===== config.mk =====
export PLATFORM = sky130hd
export DESIGN_NAME = wave_timer
export DESIGN_NICKNAME = d
export VERILOG_FILES = /design/src/rtl/wt_pkg.sv /design/src/rtl/wt_cmp_buf.sv /design/src/rtl/wt_counter.sv /design/src/rtl/wt_wave.sv /design/src/rtl/wave_timer.sv
export SDC_FILE = /design/constraint.sdc
export NUM_CORES = 1
export LEC_CHECK = 0
export CELL_PAD_IN_SITES_DETAIL_PLACEMENT = 0
export CELL_PAD_IN_SITES_GLOBAL_PLACEMENT = 1
export CORE_MARGIN = 2
export CORE_UTILIZATION = 40
export CTS_CLUSTER_SIZE = 12
export DETAILED_ROUTE_END_ITERATION = 7
export DONT_BUFFER_PORTS = 1
export GPL_TIMING_DRIVEN = 0
export PLACE_DENSITY = 0.78
export SLEW_MARGIN = 20
export SYNTH_ARGS = -nofsm -noshare
export SYNTH_HDL_FRONTEND = slang
export SYNTH_SLANG_ARGS = --single-unit

===== constraint.sdc =====
create_clock -name clk -period 5.6 [get_ports clk]
set_clock_uncertainty 0.1 [all_clocks]
set_input_delay 0.28 -clock clk [delete_from_list [all_inputs] [get_ports clk]]
set_output_delay 0.28 -clock clk [all_outputs]
set_load 0.05 [all_outputs]

===== src/rtl/wt_pkg.sv =====
package wt_pkg;
  typedef enum logic [2:0] {
    K_NORM = 3'd0,
    K_CTC  = 3'd1,
    K_FAST = 3'd2,
    K_PC   = 3'd3,
    K_PFC  = 3'd4
  } kind_e;

  typedef enum logic [2:0] {
    T_MAX = 3'd0,
    T_8   = 3'd1,
    T_9   = 3'd2,
    T_10  = 3'd3,
    T_A   = 3'd4,
    T_CAP = 3'd5
  } tsrc_e;

  typedef struct packed {
    kind_e kind;
    tsrc_e tsrc;
  } mode_cfg_t;

  function automatic mode_cfg_t decode_mode(input logic [3:0] m);
    mode_cfg_t c;
    case (m)
      4'h1:    c = '{K_PC,   T_8};
      4'h2:    c = '{K_PC,   T_9};
      4'h3:    c = '{K_PC,   T_10};
      4'h4:    c = '{K_CTC,  T_A};
      4'h5:    c = '{K_FAST, T_8};
      4'h6:    c = '{K_FAST, T_9};
      4'h7:    c = '{K_FAST, T_10};
      4'h8:    c = '{K_PFC,  T_CAP};
      4'h9:    c = '{K_PFC,  T_A};
      4'hA:    c = '{K_PC,   T_CAP};
      4'hB:    c = '{K_PC,   T_A};
      4'hC:    c = '{K_CTC,  T_CAP};
      4'hE:    c = '{K_FAST, T_CAP};
      4'hF:    c = '{K_FAST, T_A};
      default: c = '{K_NORM, T_MAX};
    endcase
    return c;
  endfunction

  function automatic logic is_pwm(input kind_e k);
    return (k == K_FAST) || (k == K_PC) || (k == K_PFC);
  endfunction

  function automatic logic is_dual(input kind_e k);
    return (k == K_PC) || (k == K_PFC);
  endfunction
endpackage


===== src/rtl/wt_cmp_buf.sv =====
module wt_cmp_buf
  import wt_pkg::*;
#(
  parameter int CW = 16
) (
  input  logic          clk,
  input  logic          rst_n,
  input  logic          tick,
  input  kind_e         kind,
  input  logic          top_hit,
  input  logic          bot_hit,
  input  logic [CW-1:0] cmp_in,
  output logic [CW-1:0] cmp_eff
);
  logic [CW-1:0] shadow_q;
  logic          load_now;

  always_comb begin
    case (kind)
      K_FAST, K_PFC: load_now = tick && bot_hit;
      K_PC:          load_now = tick && top_hit;
      default:       load_now = 1'b1;
    endcase
  end

  always_ff @(posedge clk) begin
    if (!rst_n)        shadow_q <= '0;
    else if (load_now) shadow_q <= cmp_in;
  end

  assign cmp_eff = is_pwm(kind) ? shadow_q : cmp_in;

  // without a tick a PWM-mode shadow cannot move
  a_r9_shadow_hold: assert property (@(posedge clk) disable iff (!rst_n)
    (is_pwm(kind) && !tick) |=> $stable(shadow_q));
endmodule


===== src/rtl/wt_counter.sv =====
module wt_counter
  import wt_pkg::*;
#(
  parameter int CW = 16
) (
  input  logic          clk,
  input  logic          rst_n,
  input  logic          tick,
  input  kind_e         kind,
  input  logic [CW-1:0] top_val,
  output logic [CW-1:0] cnt_o,
  output logic          up_o,
  output logic          top_hit,
  output logic          bot_hit
);
  localparam logic [CW-1:0] ONE  = CW'(1);
  localparam logic [CW-1:0] ALL1 = '1;

  logic [CW-1:0] cnt_q, cnt_d;
  logic          up_q, up_d;

  assign top_hit = (cnt_q == top_val);
  assign bot_hit = (cnt_q == '0);

  always_comb begin
    cnt_d = cnt_q;
    up_d  = up_q;
    if (!is_dual(kind)) up_d = 1'b1;
    if (tick) begin
      case (kind)
        K_NORM: cnt_d = cnt_q + ONE;
        K_CTC, K_FAST: cnt_d = top_hit ? '0 : cnt_q + ONE;
        default: begin
          if (up_q) begin
            if (cnt_q >= top_val) begin
              up_d  = 1'b0;
              cnt_d = bot_hit ? '0 : cnt_q - ONE;
            end else begin
              cnt_d = cnt_q + ONE;
            end
          end else if (bot_hit) begin
            up_d  = 1'b1;
            cnt_d = cnt_q + ONE;
          end else begin
            cnt_d = cnt_q - ONE;
          end
        end
      endcase
    end
  end

  always_ff @(posedge clk) begin
    if (!rst_n) begin
      cnt_q <= '0;
      up_q  <= 1'b1;
    end else begin
      cnt_q <= cnt_d;
      up_q  <= up_d;
    end
  end

  assign cnt_o = cnt_q;
  assign up_o  = up_q;

  // no tick, no movement
  a_r2_hold_no_tick: assert property (@(posedge clk) disable iff (!rst_n)
    !tick |=> $stable(cnt_q));
  // free-running wrap
  a_r3_wrap_zero: assert property (@(posedge clk) disable iff (!rst_n)
    (kind == K_NORM && tick && cnt_q == ALL1) |=> (cnt_q == '0));
  // turn at TOP steps one below it
  a_r7_turn_top: assert property (@(posedge clk) disable iff (!rst_n)
    (is_dual(kind) && tick && up_q && top_hit && top_val != '0)
      |=> (cnt_q == $past(cnt_q) - ONE) && !up_q);
  // turn at zero steps to one and counts up
  a_r7_turn_bottom: assert property (@(posedge clk) disable iff (!rst_n)
    (is_dual(kind) && tick && !up_q && bot_hit) |=> (cnt_q == ONE) && up_q);
endmodule


===== src/rtl/wt_wave.sv =====
module wt_wave
  import wt_pkg::*;
(
  input  logic  clk,
  input  logic  rst_n,
  input  logic  tick,
  input  kind_e kind,
  input  logic  up,
  input  logic  match,
  input  logic  bot_hit,
  output logic  pwm_o
);
  logic pwm_q, pwm_d;

  always_comb begin
    pwm_d = pwm_q;
    if (!is_pwm(kind)) begin
      pwm_d = 1'b0;
    end else if (tick) begin
      if (kind == K_FAST) begin
        if (match)        pwm_d = 1'b0;
        else if (bot_hit) pwm_d = 1'b1;
      end else if (match) begin
        pwm_d = !up;
      end
    end
  end

  always_ff @(posedge clk) begin
    if (!rst_n) pwm_q <= 1'b0;
    else        pwm_q <= pwm_d;
  end

  assign pwm_o = pwm_q;

  // fast PWM clear on match, set at bottom otherwise
  a_r10_fast_clear: assert property (@(posedge clk) disable iff (!rst_n)
    (kind == K_FAST && tick && match) |=> !pwm_o);
  a_r10_fast_set: assert property (@(posedge clk) disable iff (!rst_n)
    (kind == K_FAST && tick && bot_hit && !match) |=> pwm_o);
  // dual-slope direction-dependent match action
  a_r11_up_clear: assert property (@(posedge clk) disable iff (!rst_n)
    (is_dual(kind) && tick && match && up) |=> !pwm_o);
  a_r11_down_set: assert property (@(posedge clk) disable iff (!rst_n)
    (is_dual(kind) && tick && match && !up) |=> pwm_o);
  // non-PWM modes drive the output low
  a_r12_idle_low: assert property (@(posedge clk) disable iff (!rst_n)
    !is_pwm(kind) |=> !pwm_o);
endmodule


===== src/rtl/wave_timer.sv =====
module wave_timer
  import wt_pkg::*;
#(
  parameter int CW = 16
) (
  input  logic          clk,
  input  logic          rst_n,
  input  logic          tick,
  input  logic [3:0]    mode,
  input  logic [CW-1:0] cmp_a,
  input  logic [CW-1:0] cap_val,
  output logic [CW-1:0] count,
  output logic          match_o,
  output logic          top_o,
  output logic          bottom_o,
  output logic          pwm_o
);
  localparam logic [CW-1:0] TOP8  = CW'((1 << 8) - 1);
  localparam logic [CW-1:0] TOP9  = CW'((1 << 9) - 1);
  localparam logic [CW-1:0] TOP10 = CW'((1 << 10) - 1);

  mode_cfg_t     cfg;
  logic [CW-1:0] top_val, cmp_eff, cnt;
  logic          up, top_hit, bot_hit, match_hit;

  assign cfg = decode_mode(mode);

  always_comb begin
    case (cfg.tsrc)
      T_8:     top_val = TOP8;
      T_9:     top_val = TOP9;
      T_10:    top_val = TOP10;
      T_A:     top_val = cmp_eff;
      T_CAP:   top_val = cap_val;
      default: top_val = '1;
    endcase
  end

  wt_cmp_buf #(.CW(CW)) u_buf (
    .clk(clk), .rst_n(rst_n), .tick(tick), .kind(cfg.kind),
    .top_hit(top_hit), .bot_hit(bot_hit), .cmp_in(cmp_a), .cmp_eff(cmp_eff)
  );

  wt_counter #(.CW(CW)) u_cnt (
    .clk(clk), .rst_n(rst_n), .tick(tick), .kind(cfg.kind), .top_val(top_val),
    .cnt_o(cnt), .up_o(up), .top_hit(top_hit), .bot_hit(bot_hit)
  );

  assign match_hit = (cnt == cmp_eff);

  wt_wave u_wave (
    .clk(clk), .rst_n(rst_n), .tick(tick), .kind(cfg.kind), .up(up),
    .match(match_hit), .bot_hit(bot_hit), .pwm_o(pwm_o)
  );

  assign count    = cnt;
  assign match_o  = tick && match_hit;
  assign top_o    = tick && top_hit;
  assign bottom_o = tick && bot_hit;

  // strobes never fire without a tick
  a_r8_strobe_gated: assert property (@(posedge clk) disable iff (!rst_n)
    !tick |-> !(match_o || top_o || bottom_o));
  // fast PWM with fixed 8-bit top leaves 0xFF for zero
  a_r5_fast8_wrap: assert property (@(posedge clk) disable iff (!rst_n)
    (mode == 4'h5 && tick && count == TOP8) |=> (count == '0));
endmodule


Word-level counts from Yosys, hierarchy flattened

Memory sizes are Yosys's and may differ from the RTL's.
Cells that the tools add are included.

Memories kept: 1
Register bits: 34
Memory bits (read-only): 96
Input bits: 39

Order comparisons: 1
Reduce and logical (&&, ||, !) cells: 16
Equal/unequal tests: 11
Add/sub/neg operators: 2
Muxes and demuxes: 19

Memories:

| name            | words | bits a word | read ports | clocked after Yosys merged registers in | wr ports | RTL line     | RTL |
|---|---|---|---|---|---|---|---|
| (no name shown) | 16    | 6           | 1          | 0                                       | 0        | wt_pkg.sv:26 | `case (m)` |

Operators by type and width:

| cell                                                | number |
|---|---|
| 2-to-1 mux 16 bit                                   | 6 |
| one-hot mux 16 bit (5 select lines)                 | 1 |
| equality test 16 bit                                | 2 |
| one-hot mux 16 bit (2 select lines)                 | 1 |
| adder 16 x 1 -> 16 bit, second input constant       | 1 |
| >= comparator 16 bit                                | 1 |
| zero test 16 bit                                    | 1 |
| subtractor 16 x 1 -> 16 bit, second input constant  | 1 |
| equality test 3 x 2 -> 1 bit, second input constant | 4 |
| 2-to-1 mux 1 bit                                    | 10 |
| equality test 3 bit, second input constant          | 3 |
| equality test 3 x 1 -> 1 bit, second input constant | 2 |
| nonzero test 2 bit                                  | 2 |
| OR reduction 2 bit                                  | 2 |
| logical AND 1 bit                                   | 3 |
| zero test 3 bit                                     | 1 |
| logical OR 1 bit                                    | 3 |
| AND reduction 3 bit                                 | 1 |
| OR reduction 3 bit                                  | 1 |
| one-hot mux 1 bit (2 select lines)                  | 1 |
| AND reduction 2 bit                                 | 1 |
| zero test 1 bit                                     | 1 |

Longest topological paths before layout

An unclocked memory read counts as a cell.

Depth in word-level cells: 11
Depth in mapped cells: 19
Mapped depth without buffers: 14

Modules after synthesis

From an unflattened synthesis, not the netlist that was laid out.

Cell total of the unflattened synthesis: 469
Area total of the unflattened synthesis: 3590.9 um2

By module, submodules not included:

| module     | cells each | times used | area an instance (um2) |
|---|---|---|---|
| wt_counter | 277        | 1          | 1995.7 |
| wt_cmp_buf | 93         | 1          | 882.1 |
| wave_timer | 89         | 1          | 638.1 |
| wt_wave    | 10         | 1          | 75.1 |

Worst setup path before layout

Ideal clock, no wire load.

Path type: input-to-reg
From: input mode[0]
To: register u_buf.shadow_q[0]
Data arrival time: 3176 ps
Library setup time: 128 ps
Path slack: 2197 ps
Path buffers: 3
Stages on the path: 17
Cell sequence: or2_4 a21oi_2 buf_6 mux2i_1 a21oi_1 or3_1 o21ai_0 ha_1 nand4_1 or4_1 nor3_1 a311oi_1 a31o_1 buf_6 buf_6 mux2i_1 nor2_1

Longest elaborated chain between the ends: 9

RTL lines:

| what                                   | RTL line                       | RTL |
|---|---|---|
| from (decl)                            | wave_timer.sv:9                | `input logic [3:0] mode,` |
| memory read (16 x 6 bit) (*)           | n/a                            |  |
| equality test 3 x 2 -> 1 bit           | wt_pkg.sv:47, wt_cmp_buf.sv:19 |  |
| logical OR 1 bit (2 in a row)          | wt_pkg.sv:47                   | `return (k == K_FAST) \|\| (k == K_PC) \|\| (k == K_PFC);` |
| 2-to-1 mux 16 bit                      | wt_cmp_buf.sv:31               | `assign cmp_eff = is_pwm(kind) ? shadow_q : cmp_in;` |
| one-hot mux 16 bit (5 select lines)    | wave_timer.sv:29               | `case (cfg.tsrc)` |
| equality test 16 bit                   | wt_counter.sv:22               | `assign top_hit = (cnt_q == top_val);` |
| logical AND 1 bit                      | wt_cmp_buf.sv:21               | `K_PC: load_now = tick && top_hit;` |
| one-hot mux 1 bit (2 select lines) (*) | wt_cmp_buf.sv:19               | `case (kind)` |
| to (signal assigned)                   | wt_cmp_buf.sv:28               | `else if (load_now) shadow_q <= cmp_in;` |
| to (decl)                              | wt_cmp_buf.sv:15               | `logic [CW-1:0] shadow_q;` |

Mark *: on every way between the ends. The rest lies on a longest branch, timed or not.
A chain may end at the register's enable or synchronous reset.

Final worst setup path

From: input mode[2]
To: register u_cnt.cnt_q[12], in the netlist u_cnt.cnt_o[12]

Longest elaborated chain between the ends: 10

RTL lines:

| what                                            | RTL line                       | RTL |
|---|---|---|
| memory read (16 x 6 bit) (*)                    | n/a                            |  |
| equality test 3 x 2 -> 1 bit (on tied branches) | wt_pkg.sv:47, wt_counter.sv:30 |  |
| logical OR 1 bit (2 in a row)                   | wt_pkg.sv:47                   |  |
| 2-to-1 mux 16 bit                               | wt_cmp_buf.sv:31               |  |
| one-hot mux 16 bit (5 select lines)             | wave_timer.sv:29               |  |
| >= comparator 16 bit                            | wt_counter.sv:35               | `if (cnt_q >= top_val) begin` |
| 2-to-1 mux 16 bit                               | wt_counter.sv:35               |  |
| 2-to-1 mux 16 bit                               | wt_counter.sv:34               | `if (up_q) begin` |
| one-hot mux 16 bit (2 select lines) (*)         | wt_counter.sv:30               | `case (kind)` |
| to (signal assigned)                            | wt_counter.sv:57               | `cnt_q <= cnt_d;` |
| to (decl)                                       | wt_counter.sv:19               | `logic [CW-1:0] cnt_q, cnt_d;` |

Marks and branches as above.

==> run summary <==
Result of the run -> completed
Proportion of synthesized area in mux cells -> 8.38%
Biggest fanout along the worst timing path -> 10
Tmin final -> 4050 ps
Simple-gate share of the synthesized area -> 25.6%
Setup TNS after final layout -> 0 ps
Num CTS Buffers -> 5
Data arrival time of the worst path -> 4120 ps
Area added between synthesis and finish -> 6.17%
Core ar. -> 9150 um2
Antenna cell count -> 0
Initial antenna violation count -> 0
Power density of the placed cells -> 174 nW/um2
Final count of hold timing violations -> 0
Worst min-delay path category -> in2reg
Worst slew pin tran -> 1020 ps
VDD IR-drop max -> 77.5 uV
Share of total power in combinational logic -> 31.6%
Tcrit/Tclk final -> 72.4%
Placed Cells incl. Taps -> 609
DR DRC count -> 0
Vias in the first global route -> 3758
Largest stage delay on the critical path -> 540 ps
Post-synthesis instance total -> 498
Int Pwr -> 0.000436 W
Initial DRC count -> 356
Adder-cell share of the synthesized area -> 6.04%
Average wire length per cell after detail routing -> 20.8 um
Area fraction in compound gates after synthesis -> 28.2%
CTS Root Buffer Type -> clkbuf_8
Post-route setup slack -> 1550 ps
Cell type of the slowest stage on the worst timing path -> nor2_1
Average size of a mapped cell -> 7.49 um2
Clock power share -> 28.6%
Buffer and inverter count on the worst path -> 4
Xor and xnor fraction of the mapped netlist area -> 6.34%
Clock transition at the registers of the reported paths -> 80 ps
Total clock sinks -> 34
Net count of the mapped netlist -> 555
Slew Limit Headroom -> 31.6%
Setup slack at placement -> 1320 ps
Max Fclk -> 0.247 GHz
Family with the most delay on the worst path -> simple AND/OR/NAND/NOR gates
Part of the power in registers -> 39.8%
Leading cell type in the layout, fill and taps excluded -> nor2_1
Finished Cell Area -> 3960 um2
Leakage power total -> 1.54 nW
Setup crit end kind -> flop
Commonest cells after routing, fill and taps aside -> 45 x nor2_1, 44 x a21oi_1, 38 x nand2_1
Synthesis warning total -> 0
Post-detailed-routing wire length -> 12800 um
Power spent charging and discharging nets -> 0.000252 W
Finished Core Util -> 43.3%
Die Y -> 101 um
Number of enable flip-flop cells after synthesis -> 0
Ports -> 59
Router iterations before antenna repair -> 5
Global placement routability congestion -> 0.968
Total cell area at the placement stage -> 3870 um2
Half-perimeter wire length after detailed placement -> 9980 um
Largest family of logic cells by synthesized area -> compound AO/OA/AOI/OAI gates
Number of non-filler instances in the completed layout -> 617
Clk Latency, worst-skew pair -> 290 ps
Clock tree from TritonCTS -> done
Final setup violation count -> 0
Netlist area before placement -> 3730 um2
Most instantiated flip-flop cell in the synthesis netlist -> dfxtp_1
Register bit count reported by yosys -> 34
Fraction of layout instances using a drive strength above 1 -> 10.9%
Initial Util -> 40.8%
Deepest level of the CTS H-tree -> 2
Wire length of the first global-routing pass -> 19900 um
Detailed-route vias per instance -> 6.42
Number of port buffers -> 0
Maximum buffer depth of the clock tree -> 2
FP Rows -> 35
Number of cells upsized or downsized after cts -> 0
Die width -> 101 um
Element type at the critical path start -> primary input
Maximum number of pins on one net before global-route repair -> 12
Post-synthesis sequential area ratio -> 18.2%
Post-route ant nets -> 0
Required time of the worst setup path -> 5670 ps
Vias -> 3963
Setup repair after global routing missed its margin -> false
Cell mode on critical path -> clkbuf_1
Fraction of registers with async set/reset -> 0%
Switching power share of the total -> 36.7%
Overall fraction of global-route tracks in use -> 25.0%
Hold buffer count at CTS -> 0
Critical path, cell by cell -> buf_2 > clkbuf_1 > nand2b_1 > nor2_1 > a2bb2oi_1 > o21ai_0 > ha_1 > nor2b_1 > o211a_1 > o21ai_1 > and3_1 > clkbuf_4 > clkbuf_1 > nor3_1 > o2111ai_1 > o211ai_1
Type of the worst setup path -> in2reg
Remaining Overflow, GRT -> 0
Die Area -> 10100 um2
Max-Cap Viols -> 0
Filler cell count in the final layout -> 943
Final slew viol count -> 0
Number of distinct library cells after synthesis -> 72
Post-layout net count -> 562
Post-CTS Setup Repair Bufs -> 0
## per-stage QoR
stage	total power, W	hold slack, ps
floorplan	0.000441	324
global placement	0.000488	326
detailed placement	0.000491	334
CTS	0.000689	28.1
global route	0.000722	27.9
finish	0.000688	31.1
## layer usage
metal | vias to the layer above | wire length (um) | part of all wire (%) | track usage (%)
li1 | 1859 | - | - | -
met1 | 1864 | 5500 | 43 | 32.3
met2 | 202 | 5950 | 46 | 40.9
met3 | 38 | 989 | 7.7 | 5.27
met4 | 0 | 388 | 3.0 | 8.85
met5 | - | 0 | 0 | 0
## power by group through the flow
stage / logic (W) / clock network [W] / registers [W]
floorplan: 0.000167 / 0 / 0.000274
global placement: 0.000210 / 0 / 0.000278
detailed placement: 0.000212 / 0 / 0.000279
CTS: 0.000213 / 0.000203 / 0.000273
global route: 0.000235 / 0.000212 / 0.000275
finish: 0.000217 / 0.000197 / 0.000274
## synth_stat cells, drive strengths merged (10+ instances only)
library cell	instances	area [um2]
nor3	19	123
dfxtp	34	681
a2bb2oi	10	93.8
mux2i	29	290
buf	19	135
ha	18	225
xnor2	13	114
clkbuf	20	78.8
o21ai	38	194
nor2	47	181
nand3	24	125
a21oi	46	238
inv	15	56.3
nand2	38	143
xor2	14	123
## flip-flops by register name, indices dropped and copies added, names as in the netlist
register,cells
u_wave.pwm_o,1
u_cnt.up_o,1
u_buf.shadow_q,16
u_cnt.cnt_o,16
## final timing paths
path                           start  slack, ps                  to  cells after the start
setup / recovery             mode[2]       1550     u_cnt.cnt_o[12]                     16
hold / removal             cmp_a[12]         30  u_buf.shadow_q[12]                      2
setup reg to reg      u_cnt.cnt_o[0]       2070      u_cnt.cnt_o[4]                      9
hold reg to reg   u_buf.shadow_q[12]        410  u_buf.shadow_q[12]                      2
## worst register-to-register path, delay by kind of cell (launching register included)
family | cells | cell delay, ps
flip-flops | 1 | 860
adder cells (fa/ha/maj) | 1 | 370
AO/OA/AOI/OAI | 5 | 1300
buffers and inverters | 2 | 660
AND/OR/NAND/NOR | 1 | 130
## kinds of logic (layout without fill, tap and decap cells)
| kind of cell | count (synthesis) | after routing |
|---|---|---|
| compound gates | 157 | 157 |
| xor+xnor | 27 | 27 |
| fa+ha+maj | 18 | 18 |
| buf+inv | 54 | 62 |
| flops | 34 | 34 |
| mux | 30 | 30 |
| simple gates | 178 | 178 |
## cell type report
type                       count  area [um2]  area share (%)
multi-input combinational    410        2780            70.2
clock buffer                   7        86.3            2.18
buffer                        39         214            5.40
tap                          111         139            3.51
clock inverter                 1        5.00           0.126
sequential                    34         681            17.2
inverter                      15        56.3            1.42
No activity file was read; power rests on OpenSTA's default activity.
